`src/rtl/pbm_pkg.sv`:
```
package pbm_pkg;

  localparam int unsigned PBM_ADDR_W = 24;
  localparam int unsigned PBM_DB_W   = 16;

  typedef enum logic [2:0] {
    ST_IDLE,   // bus idle
    ST_FIRST,  // request cycle
    ST_ADDR,   // upper address cycle
    ST_XFER,   // data double-byte
    ST_WAIT,   // stretched data
    ST_REC,    // recovery
    ST_OVL     // overlapped request cycle
  } bus_state_e;

  typedef struct packed {
    logic       other;
    logic       write;
    logic       rmw;
    logic [2:0] len;
    logic [1:0] mode;
  } spec_t;

  // number of double-byte data cycles per length code
  function automatic logic [2:0] beats_of(input logic [2:0] len);
    logic [2:0] n;
    case (len)
      3'd0, 3'd1: n = 3'd1;
      3'd2:       n = 3'd2;
      3'd3:       n = 3'd3;
      3'd4:       n = 3'd4;
      3'd5:       n = 3'd5;
      default:    n = 3'd0;
    endcase
    return n;
  endfunction

  function automatic logic len_legal(input logic [2:0] len);
    return (len <= 3'd5);
  endfunction

endpackage

```
`src/rtl/pbm_rst_sync.sv`:
```
module pbm_rst_sync (
  input  logic clk_i,
  input  logic rst_ni,
  output logic rst_no
);
  logic [1:0] sync_q;

  always_ff @(posedge clk_i or negedge rst_ni) begin
    if (!rst_ni) sync_q <= '0;
    else         sync_q <= {sync_q[0], 1'b1};
  end

  assign rst_no = sync_q[1];
endmodule

```
`src/rtl/pbm_fsm.sv`:
```
module pbm_fsm
  import pbm_pkg::*;
(
  input  logic       clk_i,
  input  logic       rst_ni,
  input  logic       take_i,    // legal request accepted this cycle
  input  logic       cancel_i,  // current access withdrawn
  input  logic       ics_i,
  input  logic       last_i,    // current data cycle is the final one
  output bus_state_e state_o
);
  bus_state_e state_q, state_d;

  always_comb begin
    state_d = state_q;
    unique case (state_q)
      ST_IDLE:  state_d = take_i ? ST_FIRST : ST_IDLE;
      ST_FIRST: state_d = ST_ADDR;
      ST_ADDR: begin
        if (cancel_i)   state_d = take_i ? ST_FIRST : ST_IDLE;
        else            state_d = ics_i ? ST_XFER : ST_WAIT;
      end
      ST_XFER: begin
        if (!last_i)    state_d = ics_i ? ST_XFER : ST_WAIT;
        else            state_d = take_i ? ST_OVL : ST_REC;
      end
      ST_WAIT:  state_d = ics_i ? ST_XFER : ST_WAIT;
      ST_REC:   state_d = take_i ? ST_FIRST : ST_IDLE;
      ST_OVL:   state_d = ST_ADDR;
      default:  state_d = ST_IDLE;
    endcase
  end

  always_ff @(posedge clk_i or negedge rst_ni) begin
    if (!rst_ni) state_q <= ST_IDLE;
    else         state_q <= state_d;
  end

  assign state_o = state_q;
endmodule

```
`src/rtl/pbm_req_regs.sv`:
```
module pbm_req_regs
  import pbm_pkg::*;
#(
  parameter int unsigned MAX_DB = 5
) (
  input  logic                              clk_i,
  input  logic                              rst_ni,
  input  logic                              load_i,
  input  bus_state_e                        state_i,
  input  logic                              abort_i,
  input  spec_t                             spec_i,
  input  logic [PBM_ADDR_W-1:0]             addr_i,
  input  logic [MAX_DB*PBM_DB_W-1:0]        wdata_i,
  output spec_t                             spec_o,
  output logic [PBM_ADDR_W-1:0]             addr_o,
  output logic [MAX_DB*PBM_DB_W-1:0]        wdata_o,
  output logic [$clog2(MAX_DB+1)-1:0]       beat_o,
  output logic                              last_o,
  output logic                              cancel_o
);
  localparam int unsigned DATA_W = MAX_DB * PBM_DB_W;
  localparam int unsigned CNT_W  = $clog2(MAX_DB + 1);

  spec_t                 spec_q;
  logic [PBM_ADDR_W-1:0] addr_q;
  logic [DATA_W-1:0]     wdata_q;
  logic [CNT_W-1:0]      beat_q, nbeat_q;
  logic                  cancel_q;
  logic                  beat_en, cancel_en, cancel_d;

  // access descriptor, written only when a request is taken
  always_ff @(posedge clk_i or negedge rst_ni) begin
    if (!rst_ni) begin
      spec_q  <= '0;
      addr_q  <= '0;
      wdata_q <= '0;
      nbeat_q <= CNT_W'(1);
    end else if (load_i) begin
      spec_q  <= spec_i;
      addr_q  <= addr_i;
      wdata_q <= wdata_i;
      nbeat_q <= CNT_W'(beats_of(spec_i.len));
    end
  end

  assign last_o  = (beat_q == nbeat_q - CNT_W'(1));
  assign beat_en = load_i || ((state_i == ST_XFER) && !last_o);

  always_ff @(posedge clk_i or negedge rst_ni) begin
    if (!rst_ni)      beat_q <= '0;
    else if (beat_en) beat_q <= load_i ? '0 : beat_q + CNT_W'(1);
  end

  // withdrawal is sampled in the request cycle and held through the address cycle
  assign cancel_en = (state_i == ST_FIRST) || (state_i == ST_OVL) || (state_i == ST_ADDR);
  assign cancel_d  = (state_i == ST_ADDR) ? 1'b0 : abort_i;

  always_ff @(posedge clk_i or negedge rst_ni) begin
    if (!rst_ni)        cancel_q <= 1'b0;
    else if (cancel_en) cancel_q <= cancel_d;
  end

  assign spec_o   = spec_q;
  assign addr_o   = addr_q;
  assign wdata_o  = wdata_q;
  assign beat_o   = beat_q;
  assign cancel_o = cancel_q;
endmodule

```
`src/rtl/pbm_datapath.sv`:
```
module pbm_datapath
  import pbm_pkg::*;
#(
  parameter int unsigned MAX_DB = 5
) (
  input  logic                          clk_i,
  input  logic                          rst_ni,
  input  bus_state_e                    state_i,
  input  spec_t                         spec_i,
  input  logic [PBM_ADDR_W-1:0]         addr_i,
  input  logic [MAX_DB*PBM_DB_W-1:0]    wdata_i,
  input  logic [$clog2(MAX_DB+1)-1:0]   beat_i,
  input  logic                          cancel_i,
  input  logic                          take_bad_i,
  input  logic                          ics_i,
  input  logic [PBM_DB_W-1:0]           acd_i,
  output logic [PBM_DB_W-1:0]           acd_o,
  output logic                          acd_oe_o,
  output logic                          bout_o,
  output logic                          prq_o,
  output logic [MAX_DB*PBM_DB_W-1:0]    rdata_o,
  output logic                          done_o,
  output logic                          err_o,
  output logic                          cancel_o
);
  localparam int unsigned CNT_W = $clog2(MAX_DB + 1);

  logic [PBM_DB_W-1:0] wword [MAX_DB];
  logic [PBM_DB_W-1:0] slot_q [MAX_DB];
  logic                data_cyc, rec_cyc, cxl_cyc, cap_en;

  for (genvar g = 0; g < MAX_DB; g++) begin : g_word
    assign wword[g] = wdata_i[g*PBM_DB_W +: PBM_DB_W];
    assign rdata_o[g*PBM_DB_W +: PBM_DB_W] = slot_q[g];
  end

  assign data_cyc = (state_i == ST_XFER) || (state_i == ST_WAIT);
  assign rec_cyc  = (state_i == ST_REC)  || (state_i == ST_OVL);
  assign cxl_cyc  = (state_i == ST_ADDR) && cancel_i;

  // bus side, decoded from registered state only
  always_comb begin
    acd_o    = '0;
    acd_oe_o = 1'b0;
    unique case (state_i)
      ST_FIRST, ST_OVL: begin
        acd_o    = {spec_i, addr_i[7:0]};
        acd_oe_o = 1'b1;
      end
      ST_ADDR: begin
        acd_o    = {addr_i[23:16], addr_i[15:8]};
        acd_oe_o = 1'b1;
      end
      ST_XFER, ST_WAIT: begin
        if (spec_i.write) begin
          acd_o    = wword[beat_i];
          acd_oe_o = 1'b1;
        end
      end
      default: ;
    endcase
  end

  assign bout_o = (state_i == ST_FIRST) || (state_i == ST_ADDR) || (state_i == ST_OVL) ||
                  (data_cyc && spec_i.write);
  assign prq_o  = (state_i == ST_FIRST) || (state_i == ST_OVL) || cxl_cyc;

  // read assembly: cleared in the request cycle, filled per data cycle
  assign cap_en = (state_i == ST_FIRST) || ((state_i == ST_XFER) && !spec_i.write);

  always_ff @(posedge clk_i or negedge rst_ni) begin
    if (!rst_ni) begin
      for (int i = 0; i < MAX_DB; i++) slot_q[i] <= '0;
    end else if (cap_en) begin
      for (int i = 0; i < MAX_DB; i++) begin
        if (state_i == ST_FIRST)         slot_q[i] <= '0;
        else if (beat_i == CNT_W'(i))    slot_q[i] <= acd_i;
      end
    end
  end

  // response pulse
  always_ff @(posedge clk_i or negedge rst_ni) begin
    if (!rst_ni) begin
      done_o   <= 1'b0;
      err_o    <= 1'b0;
      cancel_o <= 1'b0;
    end else begin
      done_o   <= rec_cyc || cxl_cyc || take_bad_i;
      err_o    <= rec_cyc ? ics_i : take_bad_i;
      cancel_o <= cxl_cyc;
    end
  end
endmodule

```
`src/rtl/pkt_bus_master.sv`:
```
module pkt_bus_master
  import pbm_pkg::*;
#(
  parameter int unsigned MAX_DB = 5
) (
  input  logic                          clk_i,
  input  logic                          rst_ni,
  input  logic                          req_valid_i,
  output logic                          req_ready_o,
  input  logic                          req_other_i,
  input  logic                          req_write_i,
  input  logic                          req_rmw_i,
  input  logic [2:0]                    req_len_i,
  input  logic [1:0]                    req_mode_i,
  input  logic [PBM_ADDR_W-1:0]         req_addr_i,
  input  logic [MAX_DB*PBM_DB_W-1:0]    req_wdata_i,
  input  logic                          req_abort_i,
  output logic                          rsp_done_o,
  output logic                          rsp_err_o,
  output logic                          rsp_cancel_o,
  output logic [MAX_DB*PBM_DB_W-1:0]    rsp_rdata_o,
  output logic [PBM_DB_W-1:0]           bus_acd_o,
  output logic                          bus_acd_oe_o,
  input  logic [PBM_DB_W-1:0]           bus_acd_i,
  output logic                          bus_prq_o,
  output logic                          bus_bout_o,
  input  logic                          bus_ics_i
);
  localparam int unsigned DATA_W = MAX_DB * PBM_DB_W;
  localparam int unsigned CNT_W  = $clog2(MAX_DB + 1);

  logic                  rst_sync_n;
  bus_state_e            state_q;
  spec_t                 req_spec, spec_q;
  logic [PBM_ADDR_W-1:0] addr_q;
  logic [DATA_W-1:0]     wdata_q;
  logic [CNT_W-1:0]      beat_q;
  logic                  last_beat, cancel_q;
  logic                  len_ok, ready, take, take_good, take_bad;

  assign req_spec = spec_t'({req_other_i, req_write_i, req_rmw_i, req_len_i, req_mode_i});
  assign len_ok   = len_legal(req_len_i);

  // acceptance points: idle, recovery, cancelled address cycle, last write beat
  always_comb begin
    unique case (state_q)
      ST_IDLE: ready = 1'b1;
      ST_REC:  ready = len_ok;
      ST_ADDR: ready = cancel_q && len_ok;
      ST_XFER: ready = last_beat && spec_q.write && req_write_i && len_ok;
      default: ready = 1'b0;
    endcase
  end

  assign take        = req_valid_i && ready;
  assign take_good   = take && len_ok;
  assign take_bad    = take && !len_ok;
  assign req_ready_o = ready;

  pbm_rst_sync u_rst (
    .clk_i  (clk_i),
    .rst_ni (rst_ni),
    .rst_no (rst_sync_n)
  );

  pbm_fsm u_fsm (
    .clk_i    (clk_i),
    .rst_ni   (rst_sync_n),
    .take_i   (take_good),
    .cancel_i (cancel_q),
    .ics_i    (bus_ics_i),
    .last_i   (last_beat),
    .state_o  (state_q)
  );

  pbm_req_regs #(.MAX_DB(MAX_DB)) u_req (
    .clk_i    (clk_i),
    .rst_ni   (rst_sync_n),
    .load_i   (take_good),
    .state_i  (state_q),
    .abort_i  (req_abort_i),
    .spec_i   (req_spec),
    .addr_i   (req_addr_i),
    .wdata_i  (req_wdata_i),
    .spec_o   (spec_q),
    .addr_o   (addr_q),
    .wdata_o  (wdata_q),
    .beat_o   (beat_q),
    .last_o   (last_beat),
    .cancel_o (cancel_q)
  );

  pbm_datapath #(.MAX_DB(MAX_DB)) u_dp (
    .clk_i      (clk_i),
    .rst_ni     (rst_sync_n),
    .state_i    (state_q),
    .spec_i     (spec_q),
    .addr_i     (addr_q),
    .wdata_i    (wdata_q),
    .beat_i     (beat_q),
    .cancel_i   (cancel_q),
    .take_bad_i (take_bad),
    .ics_i      (bus_ics_i),
    .acd_i      (bus_acd_i),
    .acd_o      (bus_acd_o),
    .acd_oe_o   (bus_acd_oe_o),
    .bout_o     (bus_bout_o),
    .prq_o      (bus_prq_o),
    .rdata_o    (rsp_rdata_o),
    .done_o     (rsp_done_o),
    .err_o      (rsp_err_o),
    .cancel_o   (rsp_cancel_o)
  );
endmodule

```
`config.mk`:
```
export PLATFORM = sky130hd
export DESIGN_NAME = pkt_bus_master
export DESIGN_NICKNAME = d
export VERILOG_FILES = /design/src/rtl/pbm_pkg.sv /design/src/rtl/pbm_rst_sync.sv /design/src/rtl/pbm_fsm.sv /design/src/rtl/pbm_req_regs.sv /design/src/rtl/pbm_datapath.sv /design/src/rtl/pkt_bus_master.sv
export SDC_FILE = /design/constraint.sdc
export NUM_CORES = 1
export LEC_CHECK = 0
export BUFFER_PORTS_ARGS = -buffer_cell sky130_fd_sc_hd__buf_4
export CAP_MARGIN = 5
export CORE_UTILIZATION = 40
export DETAILED_ROUTE_END_ITERATION = 10
export PLACE_DENSITY_LB_ADDON = 0.12
export SLEW_MARGIN = 0
export SYNTH_ARGS = -nofsm -noshare
export SYNTH_HDL_FRONTEND = slang
export SYNTH_HIERARCHICAL = 1
export SYNTH_SLANG_ARGS = --single-unit
```
`constraint.sdc`:
```
create_clock -name clk_i -period 15.95 [get_ports clk_i]
set_input_delay 0.7975 -clock clk_i [delete_from_list [all_inputs] [get_ports clk_i]]
set_output_delay 0.7975 -clock clk_i [all_outputs]
set_load 0.005 [all_outputs]
```
; ---- After elaboration in Yosys (flattened, before gate mapping)
; Index checks and enable logic that the tools add are counted.
; Widths: inputs -> output; s select.
[totals]
register_bits = 207
input_bits = 133
output_inout_bits = 103
word_cells = 113
[classes]
add_sub_neg = 2
magnitude_cmp = 2
n_eq_ne = 16
mux = 28
bitwise_logic = 1
n_reduce_logical = 44
[ops]
columns = op, count
row1 = $mux 16, 13
row2 = $bmux 16 s3, 1
row3 = $pmux 16 s3, 1
row4 = $pmux 3 s5, 2
row5 = $eq 3x2->1 const B, 6
row6 = $eq 3x3->1 const B, 6
row7 = $logic_or 1x1->1, 12
row8 = $mux 3, 4
row9 = $logic_and 1x1->1, 11
row10 = $reduce_and 2->1, 5
row11 = $reduce_bool 2->1, 5
row12 = $eq 3x1->1 const B, 3
row13 = $logic_not 3->1, 3
row14 = $reduce_or 2->1, 4
row15 = $ge 4x4->1 const B, 1
row16 = $mux 1, 4
row17 = $not 3->4, 1
row18 = $pmux 1 s4, 1
row19 = $add 3x1->3 const B, 1
row20 = $eq 3x3->1, 1
row21 = $le 3x3->1 const B, 1
row22 = $logic_not 1->1, 3
row23 = $reduce_or 3->1, 1
row24 = $sub 3x1->3 const B, 1
row25 = 2 further kinds, 2

; ---- Longest topological paths before layout
; Gate-level depths: netlist of the first run.
[logic_depth]
depth_word = 11
ltp_mapped = 12
mapped_depth_nobuf = 11

; ---- Modules after synthesis
; Netlist of the first run, hierarchy kept.
[modules_own_cells]
columns = mod, n_inst, cells_per_inst, area_each_um2, seq_area_each_um2
row1 = pbm_datapath, 1, 512, 4879.7, 2077.0
row2 = pbm_req_regs, 1, 286, 4626.9, 2979.1
row3 = pbm_fsm, 1, 27, 236.5, 75.1
row4 = pkt_bus_master, 1, 13, 106.4, 0.0
row5 = pbm_rst_sync, 1, 3, 53.8, 50.0

; ---- Worst setup path after synthesis of the first run
; No wires, ideal clock.
[synth_timing]
path_kind = register to register
startpoint = reg u_req.nbeat_q[0]
endpoint = reg u_req/spec_o[2] (netlist name)
setup_ns = 0.128
t_arrival_ns = 2.763
required_ns = 15.822
setup_slack_ns = 13.060
stages_incl_launch_ff = 12
n_path_buf = 3
synth_period_minus_slack_ns = 2.890
path_cell_list = dfstp_2 -> inv_1 -> ha_1 -> xor2_1 -> and3_1 -> nand4_1 -> nand3b_1 -> and4_1 -> buf_2 -> buf_2 -> buf_2 -> mux2_1
[synth_between]
elab_chain_len = 8
[synth_lines]
columns = item, line_no
row1 = from (decl), pbm_req_regs.sv:27  ; logic [CNT_W-1:0] beat_q, nbeat_q;
row2 = from (signal assigned), pbm_req_regs.sv:42  ; nbeat_q <= CNT_W'(beats_of(spec_i.len));
row3 = $sub 3x1->3, pbm_req_regs.sv:46  ; assign last_o = (beat_q == nbeat_q - CNT_W'(1));
row4 = $eq 3x3->1, pbm_req_regs.sv:46
row5 = via last_beat, pkt_bus_master.sv:38  ; logic last_beat, cancel_q;
row6 = $logic_and 1x1->1 (3 in a row), pkt_bus_master.sv:50  ; ST_XFER: ready = last_beat && spec_q.write && req_write_i && len_ok;
row7 = $pmux 1 s4, pkt_bus_master.sv:46  ; unique case (state_q)
row8 = $logic_and 1x1->1, pkt_bus_master.sv:55  ; assign take = req_valid_i && ready;
row9 = $logic_and 1x1->1, pkt_bus_master.sv:56  ; assign take_good = take && len_ok;
row10 = via take_good, pkt_bus_master.sv:39  ; logic len_ok, ready, take, take_good, take_bad;
; The timed path passes the listed nets, and every way through them passes these cells.
; A chain may end at the register's enable or synchronous reset.

; ---- Final worst setup path of the first run
[layout_timing]
startpoint = reg u_req.nbeat_q[0]
endpoint = reg u_req/spec_o[5] (netlist name)
[layout_between]
elab_chain_len = 8
[layout_lines]
columns = item, line_no
row1 = $sub 3x1->3, pbm_req_regs.sv:46
row2 = $eq 3x3->1, pbm_req_regs.sv:46
row3 = via last_beat, pkt_bus_master.sv:38
row4 = $logic_and 1x1->1 (3 in a row), pkt_bus_master.sv:50
row5 = $pmux 1 s4, pkt_bus_master.sv:46
row6 = $logic_and 1x1->1, pkt_bus_master.sv:55
row7 = $logic_and 1x1->1, pkt_bus_master.sv:56
row8 = via take_good, pkt_bus_master.sv:39
; The timed path passes the listed nets, and every way through them passes these cells.

==> impl_metrics.py, run 1 <==
metrics = {
    "layout": {
        "diodes": 0,
        "syn_to_final_growth_pct": 28.39,
        "fillers": 2175,
        "final_area_mm2": 0.01271,
        "final_cell_mix": "249 x buf_4, 201 x dfrtp_1, 74 x mux2_1",
        "fin_nets": 1183,
        "drive_above_1_share_pct": 33.96,
        "postLayoutCoreUtil_pct": 52.28,
        "multi_input_area_mm2": 0.004354,
        "layout_commonest_cell": "buf_4",
        "seq_area_mm2": 0.005190,
    },
    "power_and_ir_drop": {
        "power.density_mw_per_mm2": 189.1,
        "p_int_w": 0.001560,
        "p_leak_nw": 5.818,
        "power_frac_seq_pct": 35.8,
        "clkPwrFrac_pct": 24.5,
        "p_switching_w": 0.0008442,
        "peakVddDrop_v": 0.0001125,
        "power_frac_comb_pct": 39.7,
        "p_sw_share_pct": 35.11,
    },
    "timing": {
        "worst_pin_slew_ns": 1.059,
        "rsz0062_at_grt": "false",
        "fin_crit_ns": 4.016,
        "fmax_mhz": 249.0,
        "tns_ns": 0,
        "finClkSkew_ns": 0.01086,
        "fin_crit_sh_pct": 25.18,
        "hold_violations": 0,
        "timing.max_slew.rel_slack_pct": 29.09,
        "drv_slew": 0,
        "finalSetupViolCount": 0,
    },
    "grt": {
        "track_usage_pct": 21.74,
        "antenna_found_initial": 0,
        "grt_pass1_wl_um": 43570,
        "grt-ovfl-total": 0,
        "grt_max_degree": 78,
        "grt_pass1_vias": 7462,
    },
    "detailed_routing": {
        "wirelength_um": 27890,
        "drt_iter0_drc": 546,
        "drc": 0,
        "wl_per_cell_um": 20.06,
        "via_count": 7499,
        "first_pass_iters": 5,
        "vias_per_cell": 5.395,
        "ant_nets": 0,
    },
    "clock_network": {
        "post_cts_buffers": 0,
        "cts_tree": "done",
        "h-tree-depth": 1,
        "cts_sinks": 207,
        "clock_path_buffers": 3,
        "cts_resized": 0,
        "cts-buffers-inserted": 25,
        "root_buffer": "clkbuf_16",
        "clk_pin_slew_worst_paths_ns": 0.06,
        "cts_hold_buf": 0,
        "clock_latency_ns": 0.52,
    },
    "synth": {
        "synthCells": 841,
        "synth_flop_cell": "dfrtp_1",
        "avgSynthCellArea_um2": 11.78,
        "ys_types": 64,
        "synth_edf_count": 0,
        "ys_seq_area_share_pct": 52.32,
        "yosysWarnings": 6,
        "syn-num-nets": 976,
        "async_flop_share_pct": 100.0,
        "ys_ff_latch": 207,
        "netlist_area_mm2": 0.009903,
    },
    "setup_path": {
        "critical_path_class": "flip-flop to flip-flop",
        "crit_fanout": 65,
        "r2r_cells": 9,
        "cp.arrival_ns": 4.42,
        "worst_setup_path_start_kind": "flip-flop",
        "r2r_end": "u_req/spec_o[5]",
        "r2r_start": "u_req/nbeat_q[0]",
        "cp-end-kind": "flip-flop",
        "worstPathRequired_ns": 16.35,
        "reg2reg_slack_ns": 11.93,
    },
    "job": {
        "cap_violations": 0,
    },
    "floorplan": {
        "die_w_um": 159.3,
        "dieArea_mm2": 0.02539,
        "core_mm2": 0.02432,
        "io_pins": 236,
        "rows": 57,
        "initial_core_util_pct": 40.72,
        "die_h_um": 159.3,
    },
    "hold_path": {
        "worstHoldPathType": "input port to async pin",
    },
    "placed_design": {
        "dp_hpwl_um": 18550,
        "place_area_mm2": 0.01186,
        "gp_congestion": 0.7693,
        "numPortBuffers": 235,
    },
    "run_status": {
        "status": "completed",
    },
}
[metal layers]
metal | vias up | part of all wire [%] | global-route usage (%)
met5 | - | 0 | 0
met4 | 0 | 1.8 | 5.463
met3 | 32 | 8.2 | 6.121
met2 | 253 | 46 | 33.83
met1 | 3688 | 44 | 29.90
li1 | 3526 | - | -
[final cells by class]
class | count | share of cell area (%)
flip-flops and latches | 207 | 40.82
multi-input cells | 553 | 34.25
repair buffers | 249 | 14.70
clock buffers | 29 | 5.196
well taps | 324 | 3.188
clock inverters | 16 | 1.496
inverters | 12 | 0.3543
[worst max-delay path, cell delays in order (launching register included)]
cell	delay, ns
dfstp_2	0.55
inv_1	0.07
ha_1	0.30
xor2_1	0.34
and3_1	0.32
nand4_1	0.11
nand3b_1	0.14
and4_4	0.78
buf_4	0.76
mux2_2	0.41
[state kept, by name, summed over array words and instances, names as in the netlist, 2 cells and up]
signal / cells
u_dp/rdata_o: 80
u_req/wdata_o: 80
u_req/addr_o: 24
u_req/spec_o: 8
u_fsm/state_o: 3
u_req/beat_o: 3
u_req/nbeat_q: 3
u_rst/sync_q: 2
[logic make-up (layout without fill, tap and decap cells)]
group                    Yosys count  after routing  synth area share [%]
AO/OA/AOI/OAI                    185            185                 11.89
XOR/XNOR                           4              4                0.5812
adder cells (fa/ha/maj)            3              3                0.3537
buffers and inverters             81            306                 3.853
flip-flops                       207            207                 52.32
multiplexers                     167            167                 18.36
other                              1              1               0.03787
AND/OR/NAND/NOR                  193            193                 12.61
[worst max-delay path by stage]
stage                     startpoint          endpoint  slack [ns]
global placement    u_req/nbeat_q[0]   u_req/addr_o[7]       11.98
floorplan            u_rst/sync_q[1]     u_dp/cancel_o        9.76
global route        u_req/nbeat_q[0]  u_req/addr_o[12]       11.73
CTS                 u_req/nbeat_q[0]  u_req/addr_o[12]       11.95
detailed placement  u_req/nbeat_q[0]   u_req/addr_o[7]       11.95
finish              u_req/nbeat_q[0]   u_req/spec_o[5]       11.93
[through the flow]
step	std cells	worst slack [ns]	power, W	hold slack [ns]
final	1390	11.93	0.002405	0.05814
after global routing	1390	11.73	0.002552	0.03468
after CTS	1390	11.95	0.002430	0.03523
after detailed placement	1345	11.95	0.001830	0.3405
after global placement	1345	11.98	0.001815	0.3366
after floorplan	841	9.756	0.001467	0.3312
[power groups by stage]
stage	Clock (W)	Sequential (W)	Combinational [W]
finish	0.000589	0.000861	0.000955
global route	0.000625	0.000888	0.00104
CTS	0.000604	0.000861	0.000965
detailed placement	0	0.000871	0.000960
global placement	0	0.000864	0.000950
floorplan	0	0.000847	0.000620
[synth_stat cells, types with 5 or more instances]
cell type,n,area (um2)
a211oi_1,17,127.6
a21oi_1,36,180.2
a2bb2oi_1,16,140.1
and3b_1,5,43.79
buf_2,38,190.2
clkbuf_1,22,82.58
dfrtp_1,206,5155
inv_1,11,41.29
mux2_1,74,833.3
mux2_2,39,439.2
mux2i_1,53,530.5
nand2_1,56,210.2
nand3_1,50,250.2
nor2_1,5,18.77
nor2b_1,9,56.30
nor3b_2,6,75.07
nor4bb_1,31,310.3
o211ai_1,19,142.6
o21ai_1,67,335.3
o221ai_1,15,131.4
Power figures use the tool's default switching activity.
==> inputs of run 2 (changes only) <==
- ABC_AREA: default -> 1
- clock period: 15.95 -> 4.2 ns (I/O delays scaled with it)
==> impl_metrics.py, run 2 <==
metrics = {
    "run_status": {
        "status": "completed",
    },
    "timing": {
        "finalSetupViolCount": 0,
        "fin_crit_ns": 3.847,
        "timing.max_slew.rel_slack_pct": 33.53,
        "hold_ws_ns": 0.06897,
        "rsz0062_at_grt": "false",
        "tns_ns": 0,
        "drv_slew": 0,
        "fin_crit_sh_pct": 91.59,
        "worst_pin_slew_ns": 0.9946,
        "finClkSkew_ns": 0.01257,
        "fmax_mhz": 260.0,
        "hold_violations": 0,
    },
    "clock_network": {
        "cts_sinks": 207,
        "root_buffer": "clkbuf_16",
        "cts-buffers-inserted": 24,
        "cts_resized": 0,
        "clock_latency_ns": 0.51,
        "clk_pin_slew_worst_paths_ns": 0.06,
        "clock_path_buffers": 3,
        "h-tree-depth": 1,
        "cts_tree": "done",
    },
    "setup_path": {
        "r2r_cells": 15,
        "reg2reg_slack_ns": 0.35,
        "path_cells": "inv_1 > ha_1 > xnor2_1 > nor2_2 > nand2_2 > inv_1 > nand2_1 > o21ai_2 > nand4_1 > nor2_4 > buf_4 > buf_4 > nand2_1 > o22ai_1 > dlygate4sd3_1",
        "slowest_stage": "buf_4",
        "critical_path_class": "flip-flop to flip-flop",
        "cp.arrival_ns": 4.30,
        "worst_path_largest_cell_delay_ns": 0.75,
        "r2r_start": "u_req/nbeat_q[0]",
        "r2r_end": "u_req/nbeat_q[1]",
        "cp-end-kind": "flip-flop",
        "worst_setup_path_start_kind": "flip-flop",
        "worstPathRequired_ns": 4.65,
        "crit_fanout": 83,
    },
    "detailed_routing": {
        "via_count": 8873,
        "vias_per_cell": 4.851,
        "drt_iter0_drc": 549,
        "ant_nets": 0,
        "wirelength_um": 28040,
        "wl_per_cell_um": 15.33,
        "first_pass_iters": 5,
        "drc": 0,
    },
    "job": {
        "cap_violations": 0,
    },
    "grt": {
        "grt_use_met1_pct": 34.85,
        "use_met3_pct": 2.869,
        "antenna_found_initial": 0,
        "grt-busiest-layer": "met2",
        "track_usage_pct": 23.63,
        "grt_pass1_vias": 8516,
        "grt_max_degree": 84,
        "use_met2_pct": 36.92,
        "grt_pass1_wl_um": 45090,
        "grt-ovfl-total": 0,
    },
    "synth": {
        "synth_largest_area_cell": "dfrtp_1",
        "syn-num-nets": 1310,
        "synth_edf_count": 0,
        "netlist_area_mm2": 0.009374,
        "async_flop_share_pct": 100.0,
        "synth_commonest_cells": "622 x nand2_1, 206 x dfrtp_1, 90 x nand3_1",
        "synth_area_leaders": "dfrtp_1 55%, nand2_1 25%, nand3_1 4.8%",
        "synth_most_common_cell": "nand2_1",
        "avgSynthCellArea_um2": 7.978,
        "synth_top_area_share_pct": 54.99,
        "synth_flop_cell": "dfrtp_1",
        "ys_ff_latch": 207,
        "ys_types": 33,
        "yosysWarnings": 6,
        "ys_seq_area_share_pct": 55.27,
        "synthCells": 1175,
    },
    "power_and_ir_drop": {
        "peakVddDrop_v": 0.0002919,
        "power.density_mw_per_mm2": 606.3,
        "p_leak_nw": 7.081,
    },
    "layout": {
        "syn_to_final_growth_pct": 41.07,
        "final_cell_mix": "622 x nand2_1, 245 x buf_4, 205 x dfrtp_1",
        "diodes": 0,
        "drive_above_1_share_pct": 19.99,
        "layout_commonest_cell": "nand2_1",
        "fin_nets": 1634,
        "postLayoutCoreUtil_pct": 58.06,
    },
    "placed_design": {
        "dp_hpwl_um": 18140,
        "numPortBuffers": 235,
        "gp_congestion": 0.8364,
    },
    "hold_path": {
        "hold_depth": 3,
        "worstHoldPathType": "input port to flip-flop",
        "min_to": "u_dp/rdata_o[78]",
        "hold_start": "bus_acd_i[14]",
    },
    "floorplan": {
        "dieArea_mm2": 0.02405,
        "die_h_um": 155.1,
        "core_mm2": 0.02278,
        "initial_core_util_pct": 41.15,
        "rows": 55,
        "die_w_um": 155.1,
        "io_pins": 236,
    },
}
-- run 2: changes by cell type in the layout (fill, tap and decap cells not counted), moves of 31 or more --
cell	before	now
a21oi_1	36	4
dlygate4sd3_1	0	117
mux2_1	74	0
mux2_2	39	0
mux2i_1	53	0
nand2_1	56	622
nand3_1	50	90
nor4bb_1	31	0
o21ai_0	2	86
o21ai_1	67	5
-- run 2: how the worst max path moves through the flow --
stage                     start          endpoint  slack, ns  cells past startpoint
2_1_floorplan   u_rst/sync_q[1]     u_dp/cancel_o       0.79                      0
3_3_place_gp   u_req/nbeat_q[0]  u_req/nbeat_q[1]       0.92                     14
3_5_place_dp   u_req/nbeat_q[0]  u_req/nbeat_q[2]       0.86                     14
4_1_cts        u_req/nbeat_q[0]  u_req/nbeat_q[1]       0.32                     15
5_1_grt        u_req/nbeat_q[0]  u_req/nbeat_q[1]       0.03                     15
6_report       u_req/nbeat_q[0]  u_req/nbeat_q[1]       0.35                     15
-- run 2: layout make-up --
type | count | area [um2]
fill | 2087 | 9554
sequential | 207 | 5185
multi-input combinational | 870 | 3692
timing repair buffer | 364 | 3050
clock buffer | 38 | 744.5
tap | 313 | 391.6
inverter | 32 | 135.1
clock inverter | 5 | 25.02
-- run 2: stage by stage --
stage / area [um2] / setup slack, ns / instances / total power, W
6_report: 13220 / 0.3532 / 1829 / 0.008018
5_1_grt: 13220 / 0.03267 / 1829 / 0.008646
4_1_cts: 13220 / 0.3169 / 1829 / 0.008069
3_5_place_dp: 11280 / 0.8599 / 1669 / 0.005935
3_3_place_gp: 11280 / 0.9229 / 1669 / 0.005887
2_1_floorplan: 9375 / 0.7926 / 1175 / 0.004878
-- run 2: worst max-delay path, delay by kind of cell (launching register included) --
| family | cells | cell delay (ns) |
|---|---|---|
| AOI/OAI and AO/OA | 2 | 0.30 |
| xor gates and xnor gates | 1 | 0.13 |
| adders and majority gates | 1 | 0.30 |
| buffers and inverters | 5 | 1.82 |
| DFF | 1 | 0.53 |
| and+or+nand+nor | 6 | 0.69 |
-- run 2: cell families after synthesis --
| kind of cell | count (synthesis) | synth area share (%) |
|---|---|---|
| AOI/OAI and AO/OA | 116 | 6.740 |
| other | 1 | 0.04000 |
| adders and majority gates | 2 | 0.2669 |
| and+or+nand+nor | 749 | 31.99 |
| xor gates and xnor gates | 2 | 0.1869 |
| buffers and inverters | 98 | 5.499 |
| DFF | 207 | 55.27 |
-- run 2: timing repair --
| item | in CTS | in global routing |
|---|---|---|
| hold buffers | 117 | 0 |
| buffers inserted | 0 | 0 |
| endpoints found under the setup margin | 0 | 0 |
| endpoints found under the hold margin | 119 | 0 |
-- run 2: power breakdown --
| part | leakage (nW) | total, W | internal [W] | switching (W) |
|---|---|---|---|---|
| Combinational | 4.00 | 0.00291 | 0.00113 | 0.00178 |
| Sequential | 2.70 | 0.00309 | 0.00266 | 0.000422 |
| Clock | 0.385 | 0.00202 | 0.00121 | 0.000811 |
-- run 2: metal layers --
layer / share of wire (%) / up-vias / wire length, um
li1: - / 4379 / -
met1: 47 / 4210 / 13150
met2: 46 / 240 / 12940
met3: 4.5 / 44 / 1264
met4: 2.4 / 0 / 676
met5: 0 / - / 0
==> inputs of run 3 (changes only) <==
- CTS_BUF_LIST: default -> sky130_fd_sc_hd__clkbuf_16
==> impl_metrics.py, run 3 (synthesis gave the netlist of run 2 again) <==
metrics = {
    "detailed_routing": {
        "via_count": 8877,
        "drc": 0,
        "first_pass_iters": 4,
        "vias_per_cell": 4.853,
        "wl_per_cell_um": 15.39,
        "ant_nets": 0,
        "drt_iter0_drc": 561,
        "wirelength_um": 28140,
    },
    "floorplan": {
        "die_w_um": 155.1,
        "dieArea_mm2": 0.02405,
        "core_mm2": 0.02278,
        "io_pins": 236,
        "rows": 55,
        "die_h_um": 155.1,
        "initial_core_util_pct": 41.15,
    },
    "setup_path": {
        "cp-end-kind": "flip-flop",
        "worst_setup_path_start_kind": "flip-flop",
        "worst_path_largest_cell_delay_ns": 0.73,
        "path_cells": "inv_1 > ha_1 > xnor2_1 > nor2_2 > nand2_2 > inv_1 > nand2_1 > o21ai_2 > nand4_1 > nor2_4 > buf_4 > buf_4 > nand2_1 > o22ai_1 > dlygate4sd3_1",
        "cpLargestDelayFamily": "buffers and inverters",
        "crit_fanout": 83,
        "worstPathRequired_ns": 4.65,
        "slowest_stage": "buf_4",
        "critPathBufInv": 5,
        "cp.arrival_ns": 4.30,
        "critical_path_class": "flip-flop to flip-flop",
    },
    "power_and_ir_drop": {
        "power_frac_comb_pct": 37.0,
        "clkPwrFrac_pct": 23.8,
        "p_switching_w": 0.003009,
        "p_int_w": 0.004862,
        "power_frac_seq_pct": 39.2,
        "p_leak_nw": 7.066,
        "peakVddDrop_v": 0.0002916,
        "p_sw_share_pct": 38.23,
        "power.density_mw_per_mm2": 598.3,
    },
    "timing": {
        "fin_crit_sh_pct": 91.49,
        "hold_violations": 0,
        "fmax_mhz": 260.2,
        "finClkSkew_ns": 0.01204,
        "drv_slew": 0,
        "finalSetupViolCount": 0,
        "fin_crit_ns": 3.843,
        "timing.max_slew.rel_slack_pct": 33.29,
        "rsz0062_at_grt": "false",
        "tns_ns": 0,
        "worst_pin_slew_ns": 0.9982,
        "worst_slack_ns": 0.3575,
    },
    "clock_network": {
        "clock_path_buffers": 3,
        "h-tree-depth": 1,
        "cts_sinks": 207,
        "root_buffer": "clkbuf_16",
        "cts-buffers-inserted": 24,
        "clock_latency_ns": 0.51,
        "cts_tree": "done",
        "cts_resized": 0,
        "clk_pin_slew_worst_paths_ns": 0.06,
        "post_cts_buffers": 0,
    },
    "grt": {
        "grt-ovfl-total": 0,
        "track_usage_pct": 23.58,
        "grt_pass1_wl_um": 44970,
        "antenna_found_initial": 0,
        "grt_pass1_vias": 8510,
        "grt_max_degree": 84,
    },
    "layout": {
        "final_cell_mix": "622 x nand2_1, 245 x buf_4, 205 x dfrtp_1",
        "layout_commonest_cell": "nand2_1",
        "fillers": 2094,
        "fin_nets": 1634,
        "syn_to_final_growth_pct": 40.32,
        "diodes": 0,
        "drive_above_1_share_pct": 19.53,
        "postLayoutCoreUtil_pct": 57.75,
    },
    "job": {
        "cap_violations": 0,
    },
    "hold_path": {
        "worstHoldPathType": "input port to flip-flop",
    },
    "placed_design": {
        "gp_congestion": 0.8364,
        "dp_hpwl_um": 18140,
        "numPortBuffers": 235,
        "dp_slack_ns": 0.8599,
    },
    "run_status": {
        "status": "completed",
    },
}
-- run 3: final timing paths --
| kind | from | to | slack, ns | cells past startpoint |
|---|---|---|---|---|
| max in group asynchronous | u_rst/sync_q[1] | u_req/wdata_o[74] | 2.61 | 1 |
| worst min register to register | u_rst/sync_q[0] | u_rst/sync_q[1] | 0.35 | 0 |
| worst min-delay path | bus_acd_i[14] | u_dp/rdata_o[78] | 0.07 | 3 |
| worst max-delay path | u_req/nbeat_q[0] | u_req/nbeat_q[1] | 0.36 | 15 |
| worst max register to register | u_req/nbeat_q[0] | u_req/nbeat_q[1] | 0.36 | 15 |
| min in group asynchronous | u_rst/sync_q[1] | u_req/addr_o[14] | 0.44 | 0 |
-- run 3: worst min-delay path, stage by stage --
cell and delay (ns):
buf_4 0.07, nand2_1 0.10, o21ai_0 0.15
-- run 3: repair_timing --
item                                    CTS  global route
hold buffers                            117             0
hold endpoints to repair                119             0
endpoints found under the setup margin    0             0
-- run 3: metal layers --
| layer | up-vias | GRT usage [%] | routed length, um |
|---|---|---|---|
| li1 | 4377 | - | - |
| met1 | 4218 | 34.52 | 13180 |
| met2 | 242 | 37.26 | 13010 |
| met3 | 40 | 2.813 | 1340 |
| met4 | 0 | 5.752 | 609 |
| met5 | - | 0 | 0 |
-- run 3: area by class of cell --
class,count,area (um2),share of cell area [%]
sequential,207,5185,39.42
inverter,32,135.1,1.027
timing repair buffer,364,3050,23.19
clock inverter,18,73.82,0.5612
tap,313,391.6,2.977
multi-input combinational,870,3692,28.07
clock buffer,25,625.6,4.756
-- run 3: power groups by stage --
stage | clock, W | combinational (W) | sequential, W
6_report | 0.00187 | 0.00291 | 0.00309
5_1_grt | 0.00201 | 0.00331 | 0.00317
4_1_cts | 0.00192 | 0.00292 | 0.00309
3_5_place_dp | 0 | 0.00282 | 0.00311
3_3_place_gp | 0 | 0.00278 | 0.00310
2_1_floorplan | 0 | 0.00184 | 0.00304
-- run 3: per-stage QoR --
step	power, W	cells	instance area, um2	hold slack (ns)
finish	0.007870	1829	13150	0.06999
floorplan	0.004878	1175	9375	-0.08559
CTS	0.007923	1829	13150	0.04556
global route	0.008493	1829	13150	0.09997
global placement	0.005887	1669	11280	-0.007324
detailed placement	0.005935	1669	11280	-0.006032
